**src/rtl/tse_pkg.sv**
```systemverilog
package tse_pkg;

    typedef enum logic [3:0] {
        PST_IDLE   = 4'h0,
        PST_BRANCH = 4'h5,
        PST_MARK2  = 4'h9,
        PST_MARK3  = 4'hA,
        PST_MARK4  = 4'hB,
        PST_EXC    = 4'hC,
        PST_EMU    = 4'hD,
        PST_STOP   = 4'hE,
        PST_HALT   = 4'hF
    } pst_code_e;

    typedef struct packed {
        logic [3:0] pst;
        logic [3:0] ddata;
    } trace_out_t;

endpackage

```
**src/rtl/tse_status_arb.sv**
```systemverilog
module tse_status_arb
    import tse_pkg::*;
(
    input  logic      halted_i,
    input  logic      stopped_i,
    input  logic      emu_entry_i,
    input  logic      exc_active_i,
    input  logic      br_taken_i,
    input  logic      mark_pend_i,
    input  pst_code_e mark_code_i,
    output pst_code_e pst_next_o,
    output logic      marker_fire_o
);

    logic held_active;

    always_comb begin
        held_active   = halted_i | stopped_i | emu_entry_i | exc_active_i;
        marker_fire_o = 1'b0;
        pst_next_o    = PST_IDLE;
        if (halted_i) begin
            pst_next_o = PST_HALT;
        end else if (stopped_i) begin
            pst_next_o = PST_STOP;
        end else if (emu_entry_i) begin
            pst_next_o = PST_EMU;
        end else if (exc_active_i) begin
            pst_next_o = PST_EXC;
        end else if (br_taken_i) begin
            pst_next_o = PST_BRANCH;
        end else if (mark_pend_i) begin
            pst_next_o    = mark_code_i;
            marker_fire_o = 1'b1;
        end
        if (held_active) begin
            marker_fire_o = 1'b0;
        end
    end

endmodule

```
**src/rtl/tse_addr_stream.sv**
```systemverilog
module tse_addr_stream
    import tse_pkg::*;
#(
    parameter int ADDR_W = 32,
    parameter int NIB_W  = 4
) (
    input  logic              clk,
    input  logic              rst_n,
    input  logic              load_i,
    input  logic [ADDR_W-1:0] target_i,
    input  logic [1:0]        bytes_sel_i,
    input  logic              marker_fire_i,
    output logic              mark_pend_o,
    output pst_code_e         mark_code_o,
    output logic              nib_valid_o,
    output logic [NIB_W-1:0]  nib_o
);

    localparam int NIB_N     = ADDR_W / NIB_W;
    localparam int CNT_W     = $clog2(NIB_N + 1);
    localparam int BYTE_NIBS = 8 / NIB_W;

    typedef struct packed {
        logic [ADDR_W-1:0] shreg;
        logic [CNT_W-1:0]  cnt;
        logic              pend;
        pst_code_e         code;
    } stream_t;

    stream_t s_d, s_q;

    always_comb begin
        s_d = s_q;
        if (load_i) begin
            s_d.shreg = target_i;
            s_d.cnt   = CNT_W'((int'(bytes_sel_i) + 1) * BYTE_NIBS);
            s_d.pend  = 1'b1;
            case (bytes_sel_i)
                2'd1:    s_d.code = PST_MARK2;
                2'd2:    s_d.code = PST_MARK3;
                default: s_d.code = PST_MARK4;
            endcase
        end else if (s_q.pend) begin
            if (marker_fire_i) begin
                s_d.pend = 1'b0;
            end
        end else if (s_q.cnt != '0) begin
            s_d.shreg = s_q.shreg >> NIB_W;
            s_d.cnt   = s_q.cnt - 1'b1;
        end
    end

    always_ff @(posedge clk or negedge rst_n) begin
        if (!rst_n) begin
            s_q <= '{shreg: '0, cnt: '0, pend: 1'b0, code: PST_IDLE};
        end else begin
            s_q <= s_d;
        end
    end

    assign mark_pend_o = s_q.pend;
    assign mark_code_o = s_q.code;
    assign nib_valid_o = !s_q.pend && (s_q.cnt != '0);
    assign nib_o       = s_q.shreg[NIB_W-1:0];

endmodule

```
**src/rtl/trace_status_enc.sv**
```systemverilog
module trace_status_enc
    import tse_pkg::*;
#(
    parameter int ADDR_W = 32,
    parameter int NIB_W  = 4
) (
    input  logic              clk,
    input  logic              rst_n,
    input  logic              br_taken_i,
    input  logic              br_variant_i,
    input  logic [ADDR_W-1:0] br_target_i,
    input  logic [1:0]        addr_bytes_sel_i,
    input  logic              exc_active_i,
    input  logic              emu_entry_i,
    input  logic              stopped_i,
    input  logic              halted_i,
    output logic [3:0]        pst_o,
    output logic [NIB_W-1:0]  ddata_o
);

    logic             load_w;
    logic             mark_pend_w;
    pst_code_e        mark_code_w;
    logic             marker_fire_w;
    logic             nib_valid_w;
    logic [NIB_W-1:0] nib_w;
    pst_code_e        pst_next_w;

    logic [3:0]       pst_d, pst_q;
    logic [NIB_W-1:0] ddata_d, ddata_q;

    assign load_w = br_taken_i && br_variant_i && (addr_bytes_sel_i != 2'd0);

    tse_status_arb u_arb (
        .halted_i      (halted_i),
        .stopped_i     (stopped_i),
        .emu_entry_i   (emu_entry_i),
        .exc_active_i  (exc_active_i),
        .br_taken_i    (br_taken_i),
        .mark_pend_i   (mark_pend_w),
        .mark_code_i   (mark_code_w),
        .pst_next_o    (pst_next_w),
        .marker_fire_o (marker_fire_w)
    );

    tse_addr_stream #(
        .ADDR_W (ADDR_W),
        .NIB_W  (NIB_W)
    ) u_stream (
        .clk           (clk),
        .rst_n         (rst_n),
        .load_i        (load_w),
        .target_i      (br_target_i),
        .bytes_sel_i   (addr_bytes_sel_i),
        .marker_fire_i (marker_fire_w),
        .mark_pend_o   (mark_pend_w),
        .mark_code_o   (mark_code_w),
        .nib_valid_o   (nib_valid_w),
        .nib_o         (nib_w)
    );

    always_comb begin
        pst_d   = pst_next_w;
        ddata_d = (nib_valid_w && !load_w) ? nib_w : '0;
    end

    always_ff @(posedge clk or negedge rst_n) begin
        if (!rst_n) begin
            pst_q   <= PST_IDLE;
            ddata_q <= '0;
        end else begin
            pst_q   <= pst_d;
            ddata_q <= ddata_d;
        end
    end

    assign pst_o   = pst_q;
    assign ddata_o = ddata_q;

endmodule

```
**config.mk**
```make
export PLATFORM = sky130hd
export DESIGN_NAME = trace_status_enc
export DESIGN_NICKNAME = d
export VERILOG_FILES = /design/src/rtl/tse_pkg.sv /design/src/rtl/tse_status_arb.sv /design/src/rtl/tse_addr_stream.sv /design/src/rtl/trace_status_enc.sv
export SDC_FILE = /design/constraint.sdc
export NUM_CORES = 1
export LEC_CHECK = 0
export ABC_CLOCK_PERIOD_IN_PS = 2100
export BUFFER_PORTS_ARGS = -buffer_cell sky130_fd_sc_hd__buf_2
export CAP_MARGIN = 20
export CELL_PAD_IN_SITES_DETAIL_PLACEMENT = 0
export CELL_PAD_IN_SITES_GLOBAL_PLACEMENT = 1
export CORE_MARGIN = 5
export CORE_UTILIZATION = 42
export CTS_CLUSTER_DIAMETER = 50
export CTS_CLUSTER_SIZE = 30
export DETAILED_ROUTE_END_ITERATION = 8
export PLACE_DENSITY_LB_ADDON = 0.15
export SLEW_MARGIN = 20
export SYNTH_ARGS = -nofsm -noshare
export SYNTH_HDL_FRONTEND = slang
export SYNTH_HIERARCHICAL = 1
export SYNTH_SLANG_ARGS = --single-unit
```
**constraint.sdc**
```tcl
create_clock -name clk -period 2.1 [get_ports clk]
set_input_delay 0.105 -clock clk [delete_from_list [all_inputs] [get_ports clk]]
set_output_delay 0.105 -clock clk [all_outputs]
set_load 0.01 [all_outputs]
```
==> Word level (Yosys, flattened, before mapping) <==
Cells that the tools add are included.
{ "totals": {"reg_bits": 49, "out_inout_bits": 8, "elab_cells": 44} }
{ "op_classes": {"add_sub_neg": 2, "n_eq_ne": 3, "mux": 20, "bitwise": 3, "reduce_logical": 10} }
{ "op_table": {"columns": ["op", "count"], "rows": [
  ["two-way mux 36 bit", 2],
  ["two-way mux 37 bit", 1],
  ["two-way mux 4 bit", 7],
  ["two-way mux 1 bit", 9],
  ["logical AND 1 bit", 4],
  ["one-hot mux 2 bit (2 select lines)", 1],
  ["nonzero test 2 bit", 2],
  ["nonzero test 4 bit", 1],
  ["subtractor 4 x 1 -> 4 bit (second input constant)", 1],
  ["adder 2 x 1 -> 3 bit (second input constant)", 1],
  ["bitwise OR 1 bit", 3],
  ["== test 2 x 1 -> 1 bit (second input constant)", 1],
  ["== test 2 bit (second input constant)", 1],
  ["logical NOT 1 bit", 2],
  ["!= test 2 bit (second input constant)", 1],
  ["AND reduction 2 bit", 1]
]} }

==> Logic depth before layout (Yosys ltp) <==
Gate-level depths: netlist (run 1).
{ "logic_depth": {"depth_word": 10, "ltp_mapped": 7} }

==> Modules after synthesis <==
Netlist (run 1), hierarchy kept.
{ "modules_own_cells": {"columns": ["mod", "instances", "cells_each", "area_per_inst_um2"], "rows": [
  ["tse_addr_stream", 1, 223, 2163.3],
  ["trace_status_enc", 1, 14, 241.5],
  ["tse_status_arb", 1, 11, 81.3]
]} }

==> Least setup slack after synthesis (run 1) <==
OpenSTA, ideal clock, no wires.
{ "synth_timing": {"path_type": "reg-to-reg", "from": "register u_stream/s_q[5] (netlist name)", "to": "register u_stream/s_q[23] (netlist name)", "setup_time_ps": 80, "arrival_ps": 1575, "setup_slack_ps": 445, "stages_incl_launch_ff": 8, "path_buffers": 2, "path_cell_list": "dfrtp_1 inv_1 ha_1 or3b_1 buf_6 buf_8 a211o_1 o211ai_2"} }
{ "synth_via": {"elab_chain_len": 3} }
{ "synth_lines": {"columns": ["item", "line_no", "text"], "rows": [
  ["start, declared", "tse_addr_stream.sv:30", "stream_t s_d, s_q;"],
  ["start signal, assigned", "tse_addr_stream.sv:55", "s_q <= '{shreg: '0, cnt: '0, pend: 1'b0, code: PST_IDLE};"],
  ["nonzero test 4 bit", "tse_addr_stream.sv:47", "end else if (s_q.cnt != '0) begin"],
  ["nonzero test 2 bit (no source line)", null, null],
  ["AND reduction 2 bit (no source line)", null, null]
]} }
No other way between the ends.
A chain may end at the register's enable or synchronous reset.

==> Worst setup path in the final report (run 1) <==
{ "layout_timing": {"from": "register u_stream/s_q[5] (netlist name)", "to": "register u_stream/s_q[17] (netlist name)"} }
Same word-level chain as after synthesis.

==> results of run 1 <==
## placed cells by master (no fill, tap or decap), types with 2 or more instances in the layout
cell type      netlist  final
a211o_1             18     18
a211oi_1             2      2
a21oi_1              6      6
a31oi_1              3      3
a32oi_1              4      4
and3_1               4      4
buf_12               0      2
buf_2                2     49
buf_4                8      6
clkbuf_8             0      7
dfrtp_1             48     48
dlygate4sd3_1        0      4
ha_1                 4      4
inv_1               29     28
mux2i_1              2      2
nand2_1             25     25
nor2_1               2      2
nor2b_1              8      8
nor3_1               2      2
o211ai_1            10     10
o211ai_2            12     12
o21ai_0             18     18
o21ai_1              4      4
## power breakdown
part / switching (W) / internal, W / leakage (nW) / total (W)
Combinational: 0.000362 / 0.000293 / 0.756 / 0.000655
Sequential: 0.0000791 / 0.00112 / 0.577 / 0.00119
Clock: 0.000314 / 0.000420 / 0.0645 / 0.000735
## area by class of cell
type,instances,area (um^2),area share [%]
inverters,30,113,3.86
flip-flops and latches,48,1200,41.2
repair buffers,61,370,12.7
clock buffers,7,96.3,3.30
multi-input cells,144,1010,34.7
clock inverters,1,30.0,1.03
well taps,75,93.8,3.22
## worst max-delay path, cell delays in order (launching register included)
cell	delay, ns
dfrtp_1	0.40
inv_1	0.08
ha_1	0.20
or3b_1	0.41
buf_12	0.18
a211o_1	0.29
o211ai_1	0.07
## path summary, 6_finish.rpt
kind,end,start,slack [ns],cells after the start
max,u_stream/s_q[17]$_DFFE_PN0P_,u_stream/s_q[5]$_DFFE_PN0P_,0.39,6
max in group asynchronous,u_stream/s_q[19]$_DFFE_PN0P_,rst_n,1.25,3
min,u_stream/s_q[32]$_DFFE_PN0P_,br_target_i[23],0.01,3
min in group asynchronous,u_stream/s_q[8]$_DFFE_PN0P_,rst_n,0.43,3
max reg2reg,u_stream/s_q[17]$_DFFE_PN0P_,u_stream/s_q[5]$_DFFE_PN0P_,0.39,6
min reg2reg,u_stream/mark_code_o[3]$_DFFE_PN0P_,u_stream/mark_code_o[3]$_DFFE_PN0P_,0.48,1
## stage by stage
step | utilization, % | area (um^2) | setup WS (ns) | cells
detailed placement | 47.0 | 2750 | 0.407 | 354
global placement | 47.0 | 2750 | 0.445 | 354
finish | 49.9 | 2920 | 0.387 | 366
CTS | 49.9 | 2920 | 0.377 | 366
floorplan | - | 2490 | 0.445 | 248
global route | 49.9 | 2920 | 0.265 | 366
## synth_stat cells (all sizes together) (2+ instances only)
cell	count
dfrtp	48
nor3	2
and3	4
buf	17
a211o	18
clkbuf	9
inv	29
o211ai	22
a32oi	4
ha	4
mux2i	2
a21oi	6
nor2	2
o21ai	22
a211oi	2
a31oi	3
nand2	25
nor2b	8
nor3b	2
## cells by family after synthesis
group           count (synthesis)  synth area share (%)
flops                          48                  48.3
simple gates                   53                  11.5
fa+ha+maj                       4                  2.01
mux                             2                 0.805
other cells                     1                 0.151
compound gates                 84                  26.3
buf+inv                        56                  11.0
## flip-flops by register name, summed over array words and instances (netlist names)
name,cells
u_stream/mark_pend_o,1
u_stream/mark_code_o,3
pst_o,4
u_stream/nib_o,4
ddata_o,4
u_stream/s_q,32
## layer usage
metal  global-route usage [%]  wire, um
met1                     20.4      2470
met2                     24.4      2540
met3                     3.41       224
met4                     5.52        79
met5                        0         0
==> summary.md, run 1 <==
| Metric | Value |
|---|---|
| Root buf cell | clkbuf_8 |
| Drt via density | 5.12 |
| Initial antenna violation count | 0 |
| Fin crit period | 1.71 ns |
| DRC violations left | 0 |
| Unrepaired setup endpoints after global routing | no |
| Overflow after GRT | 0 |
| Die H | 86.9 um |
| Net Count, Synth | 294 |
| Crit Path Class | register to register |
| Total power | 0.00258 W |
| First-pass GRT wire length | 9.00 mm |
| Class of the worst hold path | primary input to register |
| Port bufs | 49 |
| Hold-fix buffers, CTS | 4 |
| Fin. Hold Viols | 0 |
| Post-synth top area cell | dfrtp_1 |
| Status | finished, final reports clean |
| Setup crit end kind | register |
| Antenna diode count | 0 |
| Crit path DAT | 1.94 ns |
| CTS Buffer Depth | 2 |
| Setup Skew | 0.00696 ns |
| EDFF count, synth | 0 |
| Max_slew headroom | 58.0% |
| Post-CTS Setup Bufs | 0 |
| Site Rows | 28 |
| Number of global-route vias before repair | 1894 |
| Starting Density | 42.5% |
| Setup TNS | 0 ns |
| HPWL Detailed | 3.40 mm |
| Die ar. | 7560 um^2 |
| Clock slew at reported path FFs | 0.09 ns |
| Fillers | 562 |
| Largest net degree at the start of global routing | 78 |
| IO Pins | 50 |
| Global Route Usage Sum | 15.3% |
| Crit path launch type | register |
| Syn. warnings | 6 |
| Die Wd | 86.9 um |
| Power density over the cells | 886 nW/um^2 |
| Drt initial violations | 59 |
| Fin Hold WS | 0.0144 ns |
| Area contributors post-synth | dfrtp_1 48%, a211o_1 6.3%, o211ai_2 6.0%, inv_1 4.4%, nand2_1 3.8% |
| Post-synth ARST share | 100% |
| Netlist Area Pre-Place | 2490 um^2 |
| Synth Flop Type | dfrtp_1 |
| Synth Register Bits | 48 |
| Number of nets still failing antenna checks after routing | 0 |
| Max-cap viol count | 0 |
| Core ar. | 5850 um^2 |
| Register area share after synthesis | 48.3% |
| Synth unique cells | 45 |
| Final WL | 5.32 mm |
| P_leak | 1.40 nW |
| Routed WL per cell | 14.5 um |
| GPL Wtd Cong | 0.717 |
| Post-Syn Area per Cell | 10.0 um^2 |
| Post-Syn Instances | 248 |
| Max Slew Vio Count | 0 |
| Fmax | 584 MHz |
| Worst-Margin Slew | 0.630 ns |
| 1st-pass router iterations | 4 |
| Synth top area share | 48.3% |
| CP max FO | 26 |
| Setup violators final | 0 |
| Final net count | 336 |
| Post-CTS Resized | 0 |
| Sink Count | 48 |
| CTS Buf Count | 5 |
| Required time of the critical path | 2.32 ns |
| Area growth syn-to-layout | 17.3% |
| Total number of vias | 1875 |
| Share of layout cells above drive strength 1 | 28.9% |
| CTS tree | done |
| Skew-Pair Late Insertion Delay | 0.30 ns |
| Worst-case vdd ir drop | 347 uV |
| Final worst-path cycle share | 81.6% |
| H-tree depth | 2 |
No activity file was read; power rests on OpenSTA's default activity.
==> run 2, diff against run 1 <==
--- a/config.mk
+++ b/config.mk
@@ -5,7 +5,7 @@
 export SDC_FILE = /design/constraint.sdc
 export NUM_CORES = 1
 export LEC_CHECK = 0
-export ABC_CLOCK_PERIOD_IN_PS = 2100
+export ABC_CLOCK_PERIOD_IN_PS = 1700
 export BUFFER_PORTS_ARGS = -buffer_cell sky130_fd_sc_hd__buf_2
 export CAP_MARGIN = 20
 export CELL_PAD_IN_SITES_DETAIL_PLACEMENT = 0
==> constraint.sdc (replaced) <==
create_clock -name clk -period 1.7 [get_ports clk]
set_input_delay 0.085 -clock clk [delete_from_list [all_inputs] [get_ports clk]]
set_output_delay 0.085 -clock clk [all_outputs]
set_load 0.01 [all_outputs]
==> run 2 against run 1 <==
- the flow now finishes with violations (negative hold slack)
- die area unchanged
- clock power increased by 15%
- sequential power increased by 24%
- wire length increased by 7.4%
- critical endpoint is now u_stream/s_q[23]$_DFFE_PN0P_
==> summary.md, run 2 (synthesis gave the netlist of run 1 again) <==
| Metric | Value |
|---|---|
| Fillers | 539 (-4.1%) |
| Biggest register | u_stream/s_q |
| Finished Core Util | 53.5% (+3.7 points) |
| Required time of the critical path | 1.93 ns (-0.39 ns) |
| Initial antenna violation count | 0 (unchanged) |
| GPL Wtd Cong | 0.744 (+3.8%) |
| Global Route Usage Sum | 15.3% (+0.032 points) |
| Final worst-path cycle share | 99.7% (+18 points) |
| Final net count | 352 (+4.8%) |
| Setup violators final | 0 (unchanged) |
| Crit Path Class | register to register |
| Setup slack, reg-to-reg | 0.005 ns (-0.38 ns) |
| Total power | 0.00333 W (+29%) |
| Worst r2r dst | u_stream/s_q[23]$_DFFE_PN0P_ |
| CTS Buffer Depth | 2 (unchanged) |
| 1st-pass router iterations | 4 (unchanged) |
| CP bufs+invs | 2 (unchanged) |
| Worst path depth | 6 (unchanged) |
| Failing checks | negative hold slack |
| Max-cap viol count | 0 (unchanged) |
| Routed WL per cell | 15.0 um (+2.9%) |
| Number of nets still failing antenna checks after routing | 0 (unchanged) |
| CP max stage delay | 0.44 ns (+0.03 ns) |
| Max Slew Vio Count | 0 (unchanged) |
| IO Pins | 50 (unchanged) |
| Clock slew at reported path FFs | 0.10 ns (about the same) |
| DP Cell Count | 357 (+0.85%) |
| Critical path's slowest cell | or3b_4 |
| Drt via density | 5.14 (+0.31%) |
| Status | finished, violations left |
| CTS Buf Count | 5 (unchanged) |
| CTS tree | done |
| Leading cell type in the layout, fill and taps excluded | buf_2 |
| P_leak | 1.49 nW (+6.8%) |
| Class of the worst hold path | primary input to register |
| Share of layout cells above drive strength 1 | 31.9% (+3.1 points) |
| Final WL | 5.71 mm (+7.4%) |
| Sink Count | 48 (unchanged) |
| Root buf cell | clkbuf_8 |
| H-tree depth | 2 (unchanged) |
| Die H | 86.9 um (unchanged) |
| DP Area | 2800 um^2 (+1.7%) |
| Area growth syn-to-layout | 26.0% |
| Largest register FFs | 32 (unchanged) |
| Largest net degree at the start of global routing | 66 (-15%) |
| Hold Crit Endpoint | u_stream/s_q[38]$_DFFE_PN0P_ |
| Setup crit end kind | register |
| Top delay family on crit path | simple AND/OR/NAND/NOR gates |
| Core ar. | 5850 um^2 (unchanged) |
| Overflow after GRT | 0 (unchanged) |
| Final cell count without fillers | 382 (+4.4%) |
| Path depth of the worst reg2reg path | 6 (unchanged) |
| Drt initial violations | 74 (+25%) |
| DRC violations left | 0 (unchanged) |
| Antenna diode count | 0 (unchanged) |
| Port bufs | 49 (unchanged) |
| Total number of vias | 1963 (+4.7%) |
| Setup Skew | 0.00713 ns (+0.000172 ns) |
| Die Wd | 86.9 um (unchanged) |
| HPWL Detailed | 3.62 mm (+6.5%) |
| Starting Density | 42.5% (unchanged) |
| Hold path depth | 3 (unchanged) |
| Cell area after layout | 3130 um^2 (+7.4%) |
| Site Rows | 28 (unchanged) |
| Crit path launch type | register |
| Skew-Pair Late Insertion Delay | 0.31 ns (about the same) |
| Fin. Hold Viols | 1 (+1) |
| Fin Hold WS | -0.00363 ns (-0.0181 ns) |
| Power density over the cells | 1060 nW/um^2 (+20%) |
| Reg-to-reg startpoint | u_stream/s_q[6]$_DFFE_PN0P_ |
| Fmax | 590 MHz (+1.1%) |
| Most frequent cells in the layout | 49 x buf_2, 48 x dfrtp_1, 26 x inv_1 |
| Cell Chain, Critical Path | inv_2 -> ha_4 -> or3b_4 -> clkbuf_16 -> a211o_1 -> o211ai_2 |
| Number of global-route vias before repair | 1841 (-2.8%) |
| Crit path DAT | 1.93 ns (about the same) |
| Die ar. | 7560 um^2 (unchanged) |
| CP max FO | 7 (-73%) |
| Min-Delay Startpoint | br_target_i[29] |
| Unrepaired setup endpoints after global routing | yes |
| First-pass GRT wire length | 9.15 mm (+1.6%) |
| Worst-case vdd ir drop | 425 uV (+22%) |
| Fin crit period | 1.69 ns (-0.0179 ns) |
-- run 2: changes by cell type in the layout (fill, tap and decap cells not counted), sizes merged --
cell	previous run	this run
dlygate4sd3	4	12
clkinvlp	0	1
buf	57	63
clkinv	1	2
-- run 2: final cells by class --
class | instances | area, um^2 | area share, %
flip-flops and latches | 48 | 1200 | 38.4
multi-input cells | 144 | 1040 | 33.2
well taps | 75 | 93.8 | 3.00
inverters | 30 | 113 | 3.60
repair buffers | 77 | 574 | 18.3
clock inverters | 3 | 42.5 | 1.36
clock buffers | 5 | 68.8 | 2.20
-- run 2: worst max-delay path by stage --
| stage | start | end | slack (ns) |
|---|---|---|---|
| 6_report | u_stream/s_q[6]$_DFFE_PN0P_ | u_stream/s_q[23]$_DFFE_PN0P_ | 0.005 |
| 5_1_grt | u_stream/s_q[6]$_DFFE_PN0P_ | u_stream/s_q[21]$_DFFE_PN0P_ | -0.03 |
| 4_1_cts | u_stream/s_q[6]$_DFFE_PN0P_ | u_stream/s_q[28]$_DFFE_PN0P_ | 0.01 |
| 3_5_place_dp | u_stream/s_q[6]$_DFFE_PN0P_ | u_stream/s_q[17]$_DFFE_PN0P_ | 0.04 |
| 3_3_place_gp | u_stream/s_q[5]$_DFFE_PN0P_ | u_stream/s_q[24]$_DFFE_PN0P_ | 0.08 |
| 2_1_floorplan | u_stream/s_q[5]$_DFFE_PN0P_ | u_stream/s_q[23]$_DFFE_PN0P_ | 0.04 |
-- run 2: per-stage QoR --
stage | setup WS, ns | setup TNS [ns]
after floorplan | 0.0447 | 0
after global placement | 0.0768 | 0
final | 0.00529 | 0
after CTS | 0.0134 | 0
after global routing | -0.0336 | -0.185
after detailed placement | 0.0406 | 0
-- run 2: where the power goes --
part / switching, W / total (W) / internal, W
combinational: 0.000515 / 0.00101 / 0.000493
sequential: 0.0000991 / 0.00148 / 0.00138
clock: 0.000412 / 0.000848 / 0.000436
-- run 2: worst min-delay path: stages --
cell and delay (ns):
buf_2 0.08, nand2_1 0.05, o31ai_1 0.06
-- run 2: per-layer routing --
layer	vias up	wire [um]	global-route usage, %
li1	975	-	-
met1	945	2690	21.3
met2	36	2710	23.5
met3	7	247	3.50
met4	0	67	5.38
met5	-	0	0
-- run 2: what timing repair did --
item,in CTS,in global routing
resized for setup,0,7
buffers inserted,0,2
hold buffers,11,1
hold endpoints to repair,29,1
setup endpoints to repair,0,22
==> run 3, diff against run 2 <==
--- a/config.mk
+++ b/config.mk
@@ -5,13 +5,13 @@
 export SDC_FILE = /design/constraint.sdc
 export NUM_CORES = 1
 export LEC_CHECK = 0
-export ABC_CLOCK_PERIOD_IN_PS = 1700
+export ABC_CLOCK_PERIOD_IN_PS = 2100
 export BUFFER_PORTS_ARGS = -buffer_cell sky130_fd_sc_hd__buf_2
 export CAP_MARGIN = 20
 export CELL_PAD_IN_SITES_DETAIL_PLACEMENT = 0
 export CELL_PAD_IN_SITES_GLOBAL_PLACEMENT = 1
 export CORE_MARGIN = 5
-export CORE_UTILIZATION = 42
+export CORE_UTILIZATION = 45
 export CTS_CLUSTER_DIAMETER = 50
 export CTS_CLUSTER_SIZE = 30
 export DETAILED_ROUTE_END_ITERATION = 8
==> constraint.sdc (replaced) <==
create_clock -name clk -period 2.1 [get_ports clk]
set_input_delay 0.105 -clock clk [delete_from_list [all_inputs] [get_ports clk]]
set_output_delay 0.105 -clock clk [all_outputs]
set_load 0.01 [all_outputs]
==> run 3 against run 2 <==
- the run now ends clean
- via count down 5.0%
- clock-buffer cell count unchanged
- sequential power down 19%
- largest cell class unchanged
- critical path type unchanged
==> summary.md, run 3 (synthesis gave the netlist of run 1 again) <==
| Metric | Value |
|---|---|
| Worst slack, placed | 0.364 ns (+0.323 ns) |
| Sink Count | 48 (unchanged) |
| CP max FO | 26 (+19) |
| HPWL Detailed | 3.31 mm (-8.6%) |
| P_leak | 1.37 nW (-8.3%) |
| Total number of vias | 1864 (-5.0%) |
| Fmax | 570 MHz (-3.3%) |
| IO Pins | 50 (unchanged) |
| Cell Chain, Critical Path | inv_1 -> ha_1 -> or3b_1 -> buf_4 -> a211o_1 -> o211ai_1 |
| Number of nets still failing antenna checks after routing | 0 (unchanged) |
| Setup TNS | 0 ns (unchanged) |
| Worst-Margin Slew | 0.607 ns |
| Post-CTS Resized | 0 (unchanged) |
| Class of the worst hold path | primary input to register |
| CP bufs+invs | 2 (unchanged) |
| CTS Buffer Depth | 2 (unchanged) |
| Total power | 0.00248 W (-25%) |
| Starting Density | 45.7% (+3.2 points) |
| Final worst-path cycle share | 83.5% (-16 points) |
| Area growth syn-to-layout | 14.8% |
| Setup slack, reg-to-reg | 0.35 ns (+0.34 ns) |
| Most frequent cells in the layout | 49 x buf_2, 48 x dfrtp_1, 28 x inv_1 |
| Post-CTS Setup Bufs | 0 (unchanged) |
| Max-cap viol count | 0 (unchanged) |
| Skew-Pair Late Insertion Delay | 0.29 ns (-0.02 ns) |
| Critical path's slowest cell | dfrtp_1 |
| Worst-case vdd ir drop | 490 uV (+15%) |
| Number of global-route vias before repair | 1843 (+0.11%) |
| Drt via density | 5.18 (+0.76%) |
| Status | finished, final reports clean |
| 1st-pass router iterations | 5 (+1) |
| Drt initial violations | 125 (+69%) |
| CTS Buf Count | 5 (unchanged) |
| Routed WL per cell | 14.0 um (-6.6%) |
| Top delay family on crit path | flip-flops |
| DRC violations left | 0 (unchanged) |
| Crit path launch type | register |
| Share of layout cells above drive strength 1 | 29.2% (-2.8 points) |
| Setup Skew | 0.00236 ns (-0.00477 ns) |
| First-pass GRT wire length | 8.67 mm (-5.3%) |
| Crit path DAT | 1.96 ns (+0.03 ns) |
| Final net count | 333 (-5.4%) |
| Setup violators final | 0 (unchanged) |
| Die H | 84.3 um (-3.0%) |
| Port bufs | 49 (unchanged) |
| Hold-fix buffers, CTS | 1 (-10) |
| Final WL | 5.03 mm (-12%) |
| Fin crit period | 1.75 ns (+0.0582 ns) |
| Overflow after GRT | 0 (unchanged) |
| Biggest register | u_stream/s_q |
| Global Route Usage Sum | 14.7% (-0.67 points) |
| H-tree depth | 2 (unchanged) |
| Site Rows | 27 (-3.6%) |
| Leading cell type in the layout, fill and taps excluded | buf_2 |
| Root buf cell | clkbuf_8 |
| Initial antenna violation count | 0 (unchanged) |
| Core ar. | 5440 um^2 (-7.0%) |
| Die ar. | 7110 um^2 (-5.9%) |
| Power density over the cells | 870 nW/um^2 (-18%) |
| Fin. Hold Viols | 0 (-1) |
| Max_slew headroom | 59.6% |
| CTS tree | done |
| GPL Wtd Cong | 0.757 (+1.7%) |
| Crit Path Class | register to register |
| Antenna diode count | 0 (unchanged) |
| CP max stage delay | 0.40 ns (-0.04 ns) |
| Required time of the critical path | 2.31 ns (+0.38 ns) |
| Setup crit end kind | register |
| Unrepaired setup endpoints after global routing | no |
| Clock slew at reported path FFs | 0.09 ns (about the same) |
| Max Slew Vio Count | 0 (unchanged) |
| Largest net degree at the start of global routing | 78 (+18%) |
| Largest register FFs | 32 (unchanged) |
| Final WS setup | 0.347 ns (+0.342 ns) |
| Die Wd | 84.3 um (-3.0%) |
run 3: path summary, 6_finish.rpt:
kind | from | end | cells past startpoint
setup / recovery | u_stream/s_q[5]$_DFFE_PN0P_ | u_stream/s_q[21]$_DFFE_PN0P_ | 6
hold / removal | br_target_i[28] | u_stream/s_q[37]$_DFFE_PN0P_ | 3
setup reg to reg | u_stream/s_q[5]$_DFFE_PN0P_ | u_stream/s_q[21]$_DFFE_PN0P_ | 6
hold reg to reg | u_stream/mark_code_o[3]$_DFFE_PN0P_ | u_stream/mark_code_o[3]$_DFFE_PN0P_ | 1
max in group asynchronous | rst_n | u_stream/s_q[15]$_DFFE_PN0P_ | 3
min in group asynchronous | rst_n | pst_o[1]$_DFF_PN0_ | 3
run 3: metrics by stage:
step	utilization [%]	instance area [um^2]	hold slack [ns]	instances
after floorplan	-	2490	-0.191	248
final	52.5	2860	0.0167	360
after global placement	50.3	2730	0.254	351
after global routing	52.5	2860	0.0141	360
after detailed placement	50.3	2730	0.245	351
after CTS	52.5	2860	0.0111	360
run 3: power by group:
| part | switching (W) | total, W | leakage (nW) | internal [W] |
|---|---|---|---|---|
| clock network | 0.000304 | 0.000657 | 0.0541 | 0.000352 |
| logic | 0.000354 | 0.000631 | 0.738 | 0.000278 |
| registers | 0.0000805 | 0.00120 | 0.577 | 0.00112 |
run 3: layout make-up:
class | count | area, um^2
flip-flops and latches | 48 | 1200
fillers | 524 | 2580
clock buffers | 5 | 68.8
inverters | 30 | 113
clock inverters | 3 | 42.5
multi-input cells | 144 | 1010
repair buffers | 58 | 328
well taps | 72 | 90.1
run 3: layer usage:
metal	up-vias	global-route usage (%)	wire, um
met5	-	0	0
met4	0	2.59	29
met3	2	4.12	255
met2	43	24.5	2450
met1	883	19.4	2300
li1	936	-	-
run 3: worst register-to-register path: stages (launching register included):
cell and delay, ns:
dfrtp_1 0.40, inv_1 0.08, ha_1 0.20, or3b_1 0.35
buf_4 0.23, a211o_1 0.32, o211ai_1 0.08
